## config.mk

```make
export PLATFORM = sky130hd
export DESIGN_NAME = pld_out_cell
export DESIGN_NICKNAME = d
export VERILOG_FILES = /design/src/rtl/pld_cell_pkg.sv /design/src/rtl/cell_sum.sv /design/src/rtl/cell_route.sv /design/src/rtl/cell_reg.sv /design/src/rtl/pld_out_cell.sv
export SDC_FILE = /design/constraint.sdc
export NUM_CORES = 1
export LEC_CHECK = 0
export BUFFER_PORTS_ARGS = -buffer_cell sky130_fd_sc_hd__buf_2
export CORE_MARGIN = 4
export CORE_UTILIZATION = 34
export CTS_CLUSTER_SIZE = 28
export DETAILED_ROUTE_END_ITERATION = 10
export HOLD_SLACK_MARGIN = 0.1
export PLACE_DENSITY = 0.7
export SYNTH_ARGS = -nofsm -noshare
export SYNTH_HDL_FRONTEND = slang
export SYNTH_SLANG_ARGS = --single-unit
```

## constraint.sdc

```tcl
create_clock -name clk -period 1.3 [get_ports clk]
set_input_delay 0.195 -clock clk [delete_from_list [all_inputs] [get_ports clk]]
set_output_delay 0.195 -clock clk [all_outputs]
set_load 0.03 [all_outputs]
```

## src/rtl/pld_cell_pkg.sv

```systemverilog
`timescale 1ns/1ps
package pld_cell_pkg;
  localparam int unsigned CTRL_TERMS = 5;
  localparam int unsigned SUM_GROUPS = 3;
  localparam int unsigned BUS_W      = 6;

  // Field order matches cfg_i bit order S7..S0
  typedef struct packed {
    logic       ck2_pin;
    logic       ck1_pin;
    logic       t2;
    logic       t1;
    logic       act_high;
    logic       comb;
    logic [1:0] sel;
  } cell_cfg_t;

  typedef enum logic [1:0] {
    SEL_8   = 2'b00,
    SEL_4   = 2'b01,
    SEL_12  = 2'b10,
    SEL_ALT = 2'b11
  } sel_e;
endpackage

```

## src/rtl/cell_sum.sv

```systemverilog
`timescale 1ns/1ps
module cell_sum #(
  parameter int unsigned TERMS  = 4,
  parameter int unsigned GROUPS = 3
) (
  input  logic [GROUPS*TERMS-1:0] terms_i,
  output logic [GROUPS-1:0]       sums_o
);
  for (genvar g = 0; g < GROUPS; g++) begin : g_grp
    assign sums_o[g] = |terms_i[g*TERMS +: TERMS];
  end
endmodule

```

## src/rtl/cell_route.sv

```systemverilog
`timescale 1ns/1ps
module cell_route
  import pld_cell_pkg::*;
(
  input  logic [1:0] sel_i,
  input  logic       comb_i,
  input  logic       wide_i,
  input  logic [2:0] sums_i,
  input  logic       q2_i,
  output logic       d1_o,
  output logic       d2_o,
  output logic       comb_o,
  output logic       fb2_o
);
  logic sa, sb, sc;
  sel_e sel;

  always_comb begin
    sa     = sums_i[0];
    sb     = sums_i[1];
    sc     = sums_i[2];
    sel    = sel_e'(sel_i);
    d2_o   = sc;
    fb2_o  = (sel == SEL_ALT) ? sc : q2_i;
    comb_o = 1'b0;
    if (!comb_i) begin
      d1_o = (sel == SEL_12) ? (sa | sb | sc) : (sa | sb);
    end else begin
      d1_o = sa;
      unique case (sel)
        SEL_8:   comb_o = sa | sb;
        SEL_4:   comb_o = sb;
        SEL_12:  comb_o = sa | sb | sc;
        SEL_ALT: comb_o = wide_i ? (sa | sb) : sb;
        default: comb_o = 1'b0;
      endcase
    end
  end
endmodule

```

## src/rtl/cell_reg.sv

```systemverilog
`timescale 1ns/1ps
module cell_reg (
  input  logic clk,
  input  logic rst_n,
  input  logic ck_term_i,
  input  logic gate_pin_i,
  input  logic gate_en_i,
  input  logic clr_i,
  input  logic t_mode_i,
  input  logic din_i,
  input  logic preset_i,
  input  logic preload_i,
  input  logic preload_val_i,
  output logic q_o
);
  logic q, q_nx;
  logic ck_q, ck_eff, ck_rise;

  always_comb begin
    ck_eff  = ck_term_i & (gate_en_i ? gate_pin_i : 1'b1);
    ck_rise = ck_eff & ~ck_q;
    q_nx    = q;
    if (clr_i)          q_nx = 1'b0;
    else if (preload_i) q_nx = preload_val_i;
    else if (ck_rise)   q_nx = preset_i ? 1'b1 : (t_mode_i ? (q ^ din_i) : din_i);
  end

  always_ff @(posedge clk or negedge rst_n) begin
    if (!rst_n) begin
      q    <= 1'b0;
      ck_q <= 1'b0;
    end else begin
      q    <= q_nx;
      ck_q <= ck_eff;
    end
  end

  assign q_o = q & ~clr_i;
endmodule

```

## src/rtl/pld_out_cell.sv

```systemverilog
`timescale 1ns/1ps
module pld_out_cell
  import pld_cell_pkg::*;
#(
  parameter int unsigned P_TERMS = 4
) (
  input  logic                                   clk,
  input  logic                                   rst_n,
  input  logic [CTRL_TERMS+SUM_GROUPS*P_TERMS-1:0] pt_i,
  input  logic [7:0]                             cfg_i,
  input  logic                                   clkpin_i,
  input  logic                                   pin_i,
  input  logic                                   preset_i,
  input  logic                                   preload_i,
  input  logic [1:0]                             preload_val_i,
  output logic                                   pin_o,
  output logic                                   pin_oe_o,
  output logic [BUS_W-1:0]                       bus_o
);
  localparam int unsigned NPT = CTRL_TERMS + SUM_GROUPS * P_TERMS;

  cell_cfg_t             cfg;
  logic [1:0]            rst_sync;
  logic                  rst_n_sync;
  logic [SUM_GROUPS-1:0] sums;
  logic                  d1, d2, comb_val, fb2;
  logic [1:0]            q, clr_t, ck_t, gate_en, t_mode, din;
  logic                  out_raw, out_val, pin_fb;

  assign cfg = cell_cfg_t'(cfg_i);

  always_ff @(posedge clk or negedge rst_n) begin
    if (!rst_n) rst_sync <= 2'b00;
    else        rst_sync <= {rst_sync[0], 1'b1};
  end
  assign rst_n_sync = rst_sync[1];

  cell_sum #(.TERMS(P_TERMS), .GROUPS(SUM_GROUPS)) u_sum (
    .terms_i (pt_i[NPT-1:CTRL_TERMS]),
    .sums_o  (sums)
  );

  cell_route u_route (
    .sel_i  (cfg.sel),
    .comb_i (cfg.comb),
    .wide_i (cfg.t2),
    .sums_i (sums),
    .q2_i   (q[1]),
    .d1_o   (d1),
    .d2_o   (d2),
    .comb_o (comb_val),
    .fb2_o  (fb2)
  );

  assign clr_t   = {pt_i[3], pt_i[0]};
  assign ck_t    = {pt_i[2], pt_i[1]};
  assign gate_en = {cfg.ck2_pin, cfg.ck1_pin};
  assign t_mode  = {cfg.t2, cfg.t1};
  assign din     = {d2, d1};

  for (genvar k = 0; k < 2; k++) begin : g_reg
    cell_reg u_reg (
      .clk           (clk),
      .rst_n         (rst_n_sync),
      .ck_term_i     (ck_t[k]),
      .gate_pin_i    (clkpin_i),
      .gate_en_i     (gate_en[k]),
      .clr_i         (clr_t[k]),
      .t_mode_i      (t_mode[k]),
      .din_i         (din[k]),
      .preset_i      (preset_i),
      .preload_i     (preload_i),
      .preload_val_i (preload_val_i[k]),
      .q_o           (q[k])
    );
  end

  always_comb begin
    out_raw = cfg.comb ? comb_val : q[0];
    out_val = cfg.act_high ? out_raw : ~out_raw;
    pin_fb  = pt_i[4] ? out_val : pin_i;
  end

  assign pin_o    = out_val;
  assign pin_oe_o = pt_i[4];
  assign bus_o    = {fb2, ~fb2, q[0], ~q[0], pin_fb, ~pin_fb};
endmodule

```

==> results of run 1 <==
flip-flops by register name (all words and copies together), names as in the netlist:
signal,flops
g.u_reg.q,2
rst_sync,2
g.u_reg.ck_q,2
logic make-up after synthesis:
logic type	Yosys count	synth area share [%]
AND/OR/NAND/NOR	23	30.38
flip-flops	6	28.71
buffers and inverters	11	10.77
XOR/XNOR	1	1.675
multiplexers	2	4.067
AO/OA/AOI/OAI	16	23.68
other	1	0.7170
per-stage QoR:
stage,total power [mW],hold WS [ns]
after floorplan,0.3450,-0.1006
after global placement,0.4498,-0.02099
after detailed placement,0.4549,-0.01984
after CTS,0.6814,0.1800
after global routing,0.7379,0.1727
final,0.6837,0.1848
layer usage:
metal | GRT usage, % | wire length, µm
met1 | 19.50 | 629
met5 | 0 | 0
met3 | 3.065 | 89
met2 | 28.07 | 1121
met4 | 11.60 | 23
critical path, delay by kind of cell:
family,cells,cell delay [ns]
AND/OR/NAND/NOR,2,0.59
AO/OA/AOI/OAI,2,0.51
buffers and inverters,2,0.22
path summary, 6_finish.rpt:
kind / startpoint / endpoint / slack [ns] / depth (start not counted)
worst max-delay path: pt_i[5] / bus_o[0] / -0.41 / 6
worst min-delay path: pt_i[2] / g_reg[1].u_reg.ck_q / 0.18 / 2
worst max register to register: g_reg[0].u_reg.q / g_reg[0].u_reg.q / 0.06 / 3
worst min register to register: rst_sync[0] / rst_sync[1] / 0.35 / 0
max in group asynchronous: rst_sync[1] / g_reg[0].u_reg.q / 0.53 / 1
min in group asynchronous: rst_n / rst_sync[1] / 0.28 / 2
where the power goes:
group / total, mW / internal, mW / switching (mW)
registers: 0.208 / 0.201 / 0.00716
logic: 0.311 / 0.163 / 0.147
clock network: 0.165 / 0.104 / 0.0614
total: 0.684 / 0.468 / 0.216
cell usage in the layout, fill, tap and decap left out, types with 2 or more instances in the layout:
master / netlist / layout
a21oi_1: 4 / 2
a21oi_2: 0 / 2
a311o_1: 2 / 2
and2_1: 2 / 2
buf_2: 0 / 29
buf_4: 4 / 14
buf_6: 0 / 12
clkbuf_4: 0 / 3
dfrtp_1: 6 / 6
dlygate4sd3_1: 0 / 2
inv_1: 7 / 6
nand2_1: 6 / 6
nand2b_1: 5 / 4
nor4_4: 2 / 3
or3_1: 2 / 2
what timing repair did:
action	CTS	global route
endpoints found under the hold margin	6	0
setup endpoints to repair	7	8
resized for setup	24	6
pin swaps	6	1
hold buffers	2	0
setup buffers	3	1
area by class of cell:
class / count / area (µm²)
inverter: 7 / 26.28
fill: 104 / 337.8
timing repair buffer: 58 / 420.4
tap: 15 / 18.77
multi-input combinational: 43 / 390.4
sequential: 6 / 150.1
clock buffer: 3 / 22.52
==> metrics.md, run 1 <==
| Metric | Value |
|---|---|
| Clock slew at reported path FFs | about 0.040 ns |
| Design area | between 1000 and 1500 µm² |
| Detail Placement HPWL | roughly 1300 µm |
| Startpoint types | input port |
| Top cells by count, synth | inv_1, dfrtp_1, nand2_1, nand2b_1 |
| Vias in the first global route | roughly 640 |
| Final hold violations | 0 |
| Syn_nets | between 90 and 100 |
| Setup Skew | about 0.00036 ns |
| Post-place setup slack | -0.3902 ns |
| Run status | finished, violations left |
| Worst Hold Class | in -> reg |
| P per Cell Area | 664.7 nW/µm² |
| Synthesized flop and latch total | 6 |
| First-pass GRT wire length | about 2600 µm |
| CP arrival | approximately 1.5 ns |
| Setup ws final | -0.4085 ns |
| IO Port Bufs | 40 |
| Post-Syn Instances | 60 |
| Core Area | about 1400 µm² |
| LEAKAGE | around 0.50 nW |
| Final setup viols | 7 |
| Cell count after placement | ~120 |
| Worst path required time | ~1.1 ns |
| Yosys top cell by area | dfrtp_1 |
| P&R area growth vs syn | 96.65% |
| Max stage delay on crit path | about 0.34 ns |
| DRT Pass-1 Iters | 2 |
| DRT iter0 DRCs | 4 |
| TritonCTS clock tree | yes |
| Final Core Density | 75.27% |
| Setup Crit Path Kind | in -> out |
| Final-report max-slew violation count | 0 |
| Max IR drop VDD | 0.0006477 V |
| Final critical-path required period | approximately 1.7 ns |
| N_diodes | 0 |
| Slowest CP cell | nor4_4 |
| RSZ-0062 raised after global routing | yes |
| Initial antenna violation count | 0 |
| Die X | 47.22 µm |
| CTS sink count | 6 |
| FFs w/ async S/R, synth | 100.0% |
| Fmax | 585.3 MHz |
| Cell with the most instances after synthesis | inv_1 |
| Fin Setup TNS | -1.149 ns |
| Via-to-Cell Ratio | ~5 |
| Full die area | 2230 µm² |
| Share of layout cells above drive strength 1 | 62.39% |
| Non-filler cells, final | 132 |
| I/O pins | a little over 40 |
| Crit path cell chain | buf_6, nor4_4, o211ai_1, o2111ai_1, and3_4, buf_6 |
| Failing checks | setup timing |
| Period utilisation layout | 131.4% |
| Top post-synthesis cells by area | dfrtp_1, nor4_4, nand2b_1 |
| Post-synth top area share | 28.71% |
| Final net count | 152 |
| Synth Warn # | 0 |
| Number of flops mapped to enable cells by yosys | 0 |
| Crit end category | output pin |
| Grt ovf | 0 |
| Chip Height | 47.22 µm |
| DR vias | 652 |
| Row cnt | 13 |
| Clk Latency, worst-skew pair | 0.24 ns |
| Drt wl/cell | approximately 14 µm |
| Main synth FF type | dfrtp_1 |
| Seq/Total Area, Yosys | around 29% |
| Drt drc | 0 |
| RD Place Congestion | roughly 0.68 |
| Root buf cell | clkbuf_4 |
| CP max FO | 3 |
| Final ANT Viol Nets | 0 |
| Mapped Area | ~520 µm² |
| Initial core utilization | 38.28% |
| Max_cap viols | 0 |
| Most common cell on crit path | buf_6 |
| GRT Resource Usage Total | between 10% and 20% |
| CTS Buf Count | 3 |
| Max clock buf depth | 2 |
| Synth cell types | 29 |
| Largest net degree at the start of global routing | 7 |
| H-tree Lvls | 1 |
| Final WL | around 1900 µm |
| Post-DP Area | 839.6 µm² |
| Avg Inst Size Synth | between 8 and 9 µm² |
No activity file was read; power rests on OpenSTA's default activity.
==> inputs of run 2 (changes only) <==
--- a/config.mk
+++ b/config.mk
@@ -12,6 +12,7 @@
 export DETAILED_ROUTE_END_ITERATION = 10
 export HOLD_SLACK_MARGIN = 0.1
 export PLACE_DENSITY = 0.7
+export SKIP_LAST_GASP = 1
 export SYNTH_ARGS = -nofsm -noshare
 export SYNTH_HDL_FRONTEND = slang
 export SYNTH_SLANG_ARGS = --single-unit
==> run 2 against run 1 <==
The run still ends with setup timing left. Clock power is essentially flat. Largest power group unchanged. Critical path type unchanged. Global-route usage fell by 1.1 points. Highest routed layer unchanged. Utilization fell by 0.64 points. Sequential power is essentially flat.
==> metrics.md, run 2 (same netlist as run 1, synthesis figures left out) <==
| Metric | Value |
|---|---|
| Most frequent cells in the layout | buf_2, buf_4, buf_6 |
| Final hold violations | 0 (unchanged) |
| Run status | finished, violations left |
| GRT Resource Usage Total | 15.87% (-1.1 points) |
| P per Cell Area | 667.6 nW/µm² (+0.43%) |
| Share of layout cells above drive strength 1 | 63.25% (+0.85 points) |
| Max clock buf depth | 2 (unchanged) |
| DRT Pass-1 Iters | 6 (+4) |
| Non-filler cells, final | 132 (unchanged) |
| Fmax | 567.5 MHz (-3.0%) |
| Filler cells | 103 (-0.96%) |
| Via-to-Cell Ratio | 4.985 (+0.92%) |
| H-tree Lvls | 1 (unchanged) |
| Final net count | 152 (unchanged) |
| Commonest non-fill, non-tap cell in the layout | buf_2 |
| Detail Placement HPWL | 1322 µm (unchanged) |
| Crit end category | output pin |
| Logic pwr share | 45.2% (-0.2 points) |
| Clock network power share | 24.3% (about the same) |
| Fin Setup TNS | -1.175 ns (-0.02629 ns) |
| Grt ovf | 0 (unchanged) |
| Max_cap viols | 0 (unchanged) |
| Root buf cell | clkbuf_4 |
| Initial antenna violation count | 0 (unchanged) |
| Final WL | 1914 µm (+2.7%) |
| Clock slew at reported path FFs | 0.04 ns (about the same) |
| RD Place Congestion | 0.6795 (unchanged) |
| Psw | 0.2179 mW (+0.96%) |
| N_diodes | 0 (unchanged) |
| Core Area | 1366 µm² (unchanged) |
| Clk Latency, worst-skew pair | 0.24 ns (about the same) |
| Setup Crit Path Kind | in -> out |
| Largest net degree at the start of global routing | 7 (unchanged) |
| Initial core utilization | 38.28% (unchanged) |
| Switching share of total power | 32.00% (+0.44 points) |
| Worst Hold Class | in -> reg |
| Setup ws final | -0.4622 ns (-0.05372 ns) |
| CTS sink count | 6 (unchanged) |
| Setup Skew | 0.0001903 ns (-0.0001660 ns) |
| DR vias | 658 (+0.92%) |
| Die X | 47.22 µm (unchanged) |
| Post-place setup slack | -0.3902 ns (unchanged) |
| Drt wl/cell | 14.50 µm (+2.7%) |
| LEAKAGE | 0.4992 nW (-0.65%) |
| Top Registers | g.u_reg.ck_q (2), g.u_reg.q (2), rst_sync (2) |
| Cell count after placement | 124 (unchanged) |
| I/O pins | 41 (unchanged) |
| Worst path required time | 1.11 ns (about the same) |
| Final critical-path required period | 1.762 ns (+0.05372 ns) |
| Row cnt | 13 (unchanged) |
| Hold Slack | 0.1850 ns (+0.0001980 ns) |
| Final Core Density | 74.63% (-0.64 points) |
| Startpoint types | input port |
| IO Port Bufs | 40 (unchanged) |
| RSZ-0062 raised after global routing | yes |
| P&R area growth vs syn | 94.98% |
| Seq pwr share | 30.6% (+0.2 points) |
| First-pass GRT wire length | 2456 µm (-5.6%) |
| Int Pwr | 0.4629 mW (-1.1%) |
| Vias in the first global route | 627 (-2.3%) |
| CTS Buf Count | 3 (unchanged) |
| TritonCTS clock tree | yes |
| CP max FO | 3 (unchanged) |
| Final ANT Viol Nets | 0 (unchanged) |
| CP arrival | 1.57 ns (+0.06 ns) |
| DRT iter0 DRCs | 10 (+6) |
| Period utilisation layout | 135.6% (+4.1 points) |
| Final-report max-slew violation count | 0 (unchanged) |
| Max IR drop VDD | 0.0006439 V (-0.58%) |
| Final setup viols | 7 (unchanged) |
| Drt drc | 0 (unchanged) |
| Full die area | 2230 µm² (unchanged) |
| Chip Height | 47.22 µm (unchanged) |
| Failing checks | setup timing |
## run 2: changes by cell type in the layout (fill, tap and decap cells not counted)
cell and change:
o21ai_2 +1, buf_2 +2, buf_6 -2, o21ai_1 -1
## run 2: final timing paths
| path | start | endpoint | slack [ns] | cells after the start |
|---|---|---|---|---|
| min reg2reg | rst_sync[0] | rst_sync[1] | 0.35 | 0 |
| max in group asynchronous | rst_sync[1] | g_reg[1].u_reg.q | 0.53 | 1 |
| min | pt_i[2] | g_reg[1].u_reg.ck_q | 0.18 | 2 |
| max reg2reg | g_reg[0].u_reg.q | g_reg[0].u_reg.q | 0.03 | 3 |
| max | pt_i[8] | bus_o[0] | -0.46 | 6 |
| min in group asynchronous | rst_n | rst_sync[1] | 0.28 | 2 |
## run 2: area by class of cell
type	instances	area, µm²	share of cell area [%]
flip-flops and latches	6	150.1	14.72
repair buffers	58	407.9	40.00
clock buffers	3	22.52	2.209
inverters	7	26.28	2.577
multi-input cells	43	394.1	38.65
well taps	15	18.77	1.840
## run 2: power groups by stage
stage / Combinational (mW) / Clock [mW] / Sequential (mW)
after floorplan: 0.135 / 0 / 0.210
after global placement: 0.238 / 0 / 0.212
after detailed placement: 0.242 / 0 / 0.213
after CTS: 0.283 / 0.173 / 0.208
after global routing: 0.330 / 0.197 / 0.209
final: 0.307 / 0.165 / 0.208
## run 2: routing by layer
metal  vias to the layer above  share of wire, %  global-route usage (%)
li1                        328                 -                       -
met1                       303                32                   16.97
met2                        23                60                   27.27
met3                         4               4.9                   3.065
met4                         0               2.1                   11.60
met5                         -                 0                       0
## run 2: critical path, cell delays in order
cell and delay (ns):
buf_6 0.10, nor4_4 0.34, o211ai_1 0.20, o2111ai_1 0.33, and3_4 0.23, buf_2 0.18
## run 2: what timing repair did
item | CTS | global route
setup endpoints to repair | 7 | 8
hold buffers | 2 | 0
hold endpoints to repair | 6 | 0
buffers inserted | 3 | 1
cloned | 0 | 0
pin swaps | 6 | 4
resized for setup | 16 | 14
## run 2: metrics by stage
step	area [µm²]	total power, mW
6_report	1020	0.6808
5_1_grt	1020	0.7353
4_1_cts	972.2	0.6641
3_5_place_dp	839.6	0.4549
3_3_place_gp	839.6	0.4498
2_1_floorplan	556.8	0.3450
==> inputs of run 3 (changes only) <==
--- a/config.mk
+++ b/config.mk
@@ -7,11 +7,11 @@
 export LEC_CHECK = 0
 export BUFFER_PORTS_ARGS = -buffer_cell sky130_fd_sc_hd__buf_2
 export CORE_MARGIN = 4
-export CORE_UTILIZATION = 34
+export CORE_UTILIZATION = 30
 export CTS_CLUSTER_SIZE = 28
 export DETAILED_ROUTE_END_ITERATION = 10
 export HOLD_SLACK_MARGIN = 0.1
-export PLACE_DENSITY = 0.7
+export PLACE_DENSITY = 0.64
 export SKIP_LAST_GASP = 1
 export SYNTH_ARGS = -nofsm -noshare
 export SYNTH_HDL_FRONTEND = slang
==> run 3 against run 2 <==
Sequential share of layout area is 0.56 points lower. Routed wire length decreased by 3.8%. Fmax up 4.7%. Setup slack improved by 0.078 ns. Global-route usage shrank 0.64 points. Highest routed layer unchanged. Sequential power hardly changed. Clock skew up 0.0090 ns. The run still ends with setup timing left.
==> metrics.md, run 3 (same netlist as run 1, synthesis figures left out) <==
| Metric | Value |
|---|---|
| Filler cells | 130 (+26%) |
| TritonCTS clock tree | yes |
| Slowest CP cell | or3_1 |
| Via-to-Cell Ratio | 4.933 (-1.0%) |
| Max IR drop VDD | 0.0005797 V (-10%) |
| Max_cap viols | 0 (unchanged) |
| Final-report max-slew violation count | 0 (unchanged) |
| Final hold violations | 0 (unchanged) |
| Logic pwr share | 45.9% (+0.7 points) |
| DRT Pass-1 Iters | 4 (-2) |
| Int Pwr | 0.4686 mW (+1.2%) |
| Max stage delay on crit path | 0.41 ns (+0.07 ns) |
| Final critical-path required period | 1.684 ns (-0.07837 ns) |
| CTS sink count | 6 (unchanged) |
| CP arrival | 1.49 ns (-0.08 ns) |
| Most frequent cells in the layout | buf_2, buf_4, buf_6 |
| Setup ws final | -0.3838 ns (+0.07837 ns) |
| Final WL | 1841 µm (-3.8%) |
| Drt drc | 0 (unchanged) |
| Startpoint types | input port |
| Final ANT Viol Nets | 0 (unchanged) |
| Detail Placement HPWL | 1294 µm (-2.2%) |
| Non-filler cells, final | 135 (+2.3%) |
| CP max FO | 3 (unchanged) |
| Seq pwr share | 29.9% (-0.7 points) |
| Crit path cell chain | buf_6, nor4_4, o211ai_1, or3_1, and3_4, buf_6 |
| RD Place Congestion | 0.7780 (+14%) |
| I/O pins | 41 (unchanged) |
| Failing checks | setup timing |
| P&R area growth vs syn | 102.6% |
| LEAKAGE | 0.5189 nW (+3.9%) |
| Cell count after placement | 126 (+1.6%) |
| Reg area | 150.1 µm² (unchanged) |
| DRT iter0 DRCs | 10 (unchanged) |
| N_diodes | 0 (unchanged) |
| Crit end category | output pin |
| Psw | 0.2242 mW (+2.9%) |
| Switching share of total power | 32.36% (+0.36 points) |
| Run status | finished, violations left |
| Top Registers | g.u_reg.ck_q (2), g.u_reg.q (2), rst_sync (2) |
| Setup Skew | 0.009163 ns (+0.008973 ns) |
| Most common cell on crit path | buf_6 |
| Initial antenna violation count | 0 (unchanged) |
| Chip Height | 49.76 µm (+5.4%) |
| Die X | 49.76 µm (+5.4%) |
| Worst path required time | 1.11 ns (about the same) |
| P per Cell Area | 653.7 nW/µm² (-2.1%) |
| Initial core utilization | 33.17% (-5.1 points) |
| Period utilisation layout | 129.5% (-6.0 points) |
| Full die area | 2476 µm² (+11%) |
| Vias in the first global route | 671 (+7.0%) |
| Fmax | 593.9 MHz (+4.7%) |
| Clock network power share | 24.2% (about the same) |
| Final net count | 154 (+1.3%) |
| Fin Setup TNS | -1.281 ns (-0.1057 ns) |
| Area occupied by multi-input gates | 409.1 µm² (+3.8%) |
| CTS Buf Count | 3 (unchanged) |
| IO Port Bufs | 40 (unchanged) |
| Share of layout cells above drive strength 1 | 63.03% (-0.22 points) |
| Row cnt | 14 (+1) |
| Grt ovf | 0 (unchanged) |
| RSZ-0062 raised after global routing | yes |
| First-pass GRT wire length | 2904 µm (+18%) |
| GRT Resource Usage Total | 15.23% (-0.64 points) |
| Core Area | 1577 µm² (+15%) |
| Worst Hold Class | in -> reg |
| Commonest non-fill, non-tap cell in the layout | buf_2 |
| Max clock buf depth | 2 (unchanged) |
| Final setup viols | 7 (unchanged) |
| Drt wl/cell | 13.64 µm (-6.0%) |
| Largest net degree at the start of global routing | 7 (unchanged) |
| DR vias | 666 (+1.2%) |
| H-tree Lvls | 1 (unchanged) |
| Clock slew at reported path FFs | 0.05 ns (about the same) |
| Final Power | 0.6928 mW (+1.8%) |
| Clk Latency, worst-skew pair | 0.24 ns (about the same) |
| Root buf cell | clkbuf_4 |
| Setup Crit Path Kind | in -> out |
==> run 3: changes by cell type in the layout (fill, tap and decap cells not counted) <==
cell	delta
a21oi_2	-1
a21oi_4	+1
buf_2	+1
buf_4	-1
buf_6	+1
buf_8	+1
o21ai_1	+1
o21ai_2	-1
o41ai_2	-1
o41ai_4	+1
==> run 3: final cells by class <==
class | count | area share [%]
multi-input cells | 43 | 38.61
well taps | 16 | 1.889
repair buffers | 60 | 40.73
clock buffers | 3 | 2.125
flip-flops and latches | 6 | 14.17
inverters | 7 | 2.479
==> run 3: through the flow <==
step | utilization [%] | hold WS [ns] | worst slack (ns) | instance area, µm²
after global routing | 67.22 | 0.1749 | -0.4230 | 1060
final | 67.22 | 0.1762 | -0.3838 | 1060
after floorplan | - | -0.1006 | -0.1112 | 556.8
after global placement | 53.81 | -0.02016 | -0.3856 | 848.3
after detailed placement | 53.81 | -0.01929 | -0.4000 | 848.3
after CTS | 64.68 | 0.1705 | -0.3752 | 1020
==> run 3: timing repair <==
item	4_1_cts	5_1_grt
pin swaps	8	12
endpoints found under the hold margin	6	0
endpoints found under the setup margin	6	7
setup buffers	4	3
cloned	0	0
hold buffers	2	0
gates resized for setup	24	7
==> run 3: per-layer routing <==
metal	part of all wire (%)	global-route usage (%)	up-vias
li1	-	-	334
met3	8.0	3.916	2
met2	56	28.41	31
met1	34	14.89	299
met5	0	0	-
met4	1.2	8.756	0
==> run 3: critical path, delay by kind of cell <==
kind	cells	cell delay, ns
AOI/OAI and AO/OA	1	0.17
buffers and inverters	2	0.23
and+or+nand+nor	3	0.89
==> run 3: worst paths after layout <==
kind                                        from  slack, ns  cells after the start                  end
worst max-delay path                     pt_i[7]      -0.38                      6             bus_o[0]
worst min-delay path                     pt_i[1]       0.18                      2  g_reg[0].u_reg.ck_q
worst max register to register  g_reg[0].u_reg.q       0.07                      3     g_reg[0].u_reg.q
worst min register to register       rst_sync[0]       0.35                      0          rst_sync[1]
max in group asynchronous            rst_sync[1]       0.52                      1  g_reg[1].u_reg.ck_q
min in group asynchronous                  rst_n       0.28                      2          rst_sync[0]
==> run 3: power by group through the flow <==
| stage | Sequential (mW) | Clock (mW) | Combinational [mW] |
|---|---|---|---|
| global placement | 0.212 | 0 | 0.241 |
| global route | 0.208 | 0.186 | 0.342 |
| floorplan | 0.210 | 0 | 0.135 |
| detailed placement | 0.212 | 0 | 0.245 |
| CTS | 0.207 | 0.177 | 0.303 |
| finish | 0.207 | 0.168 | 0.318 |
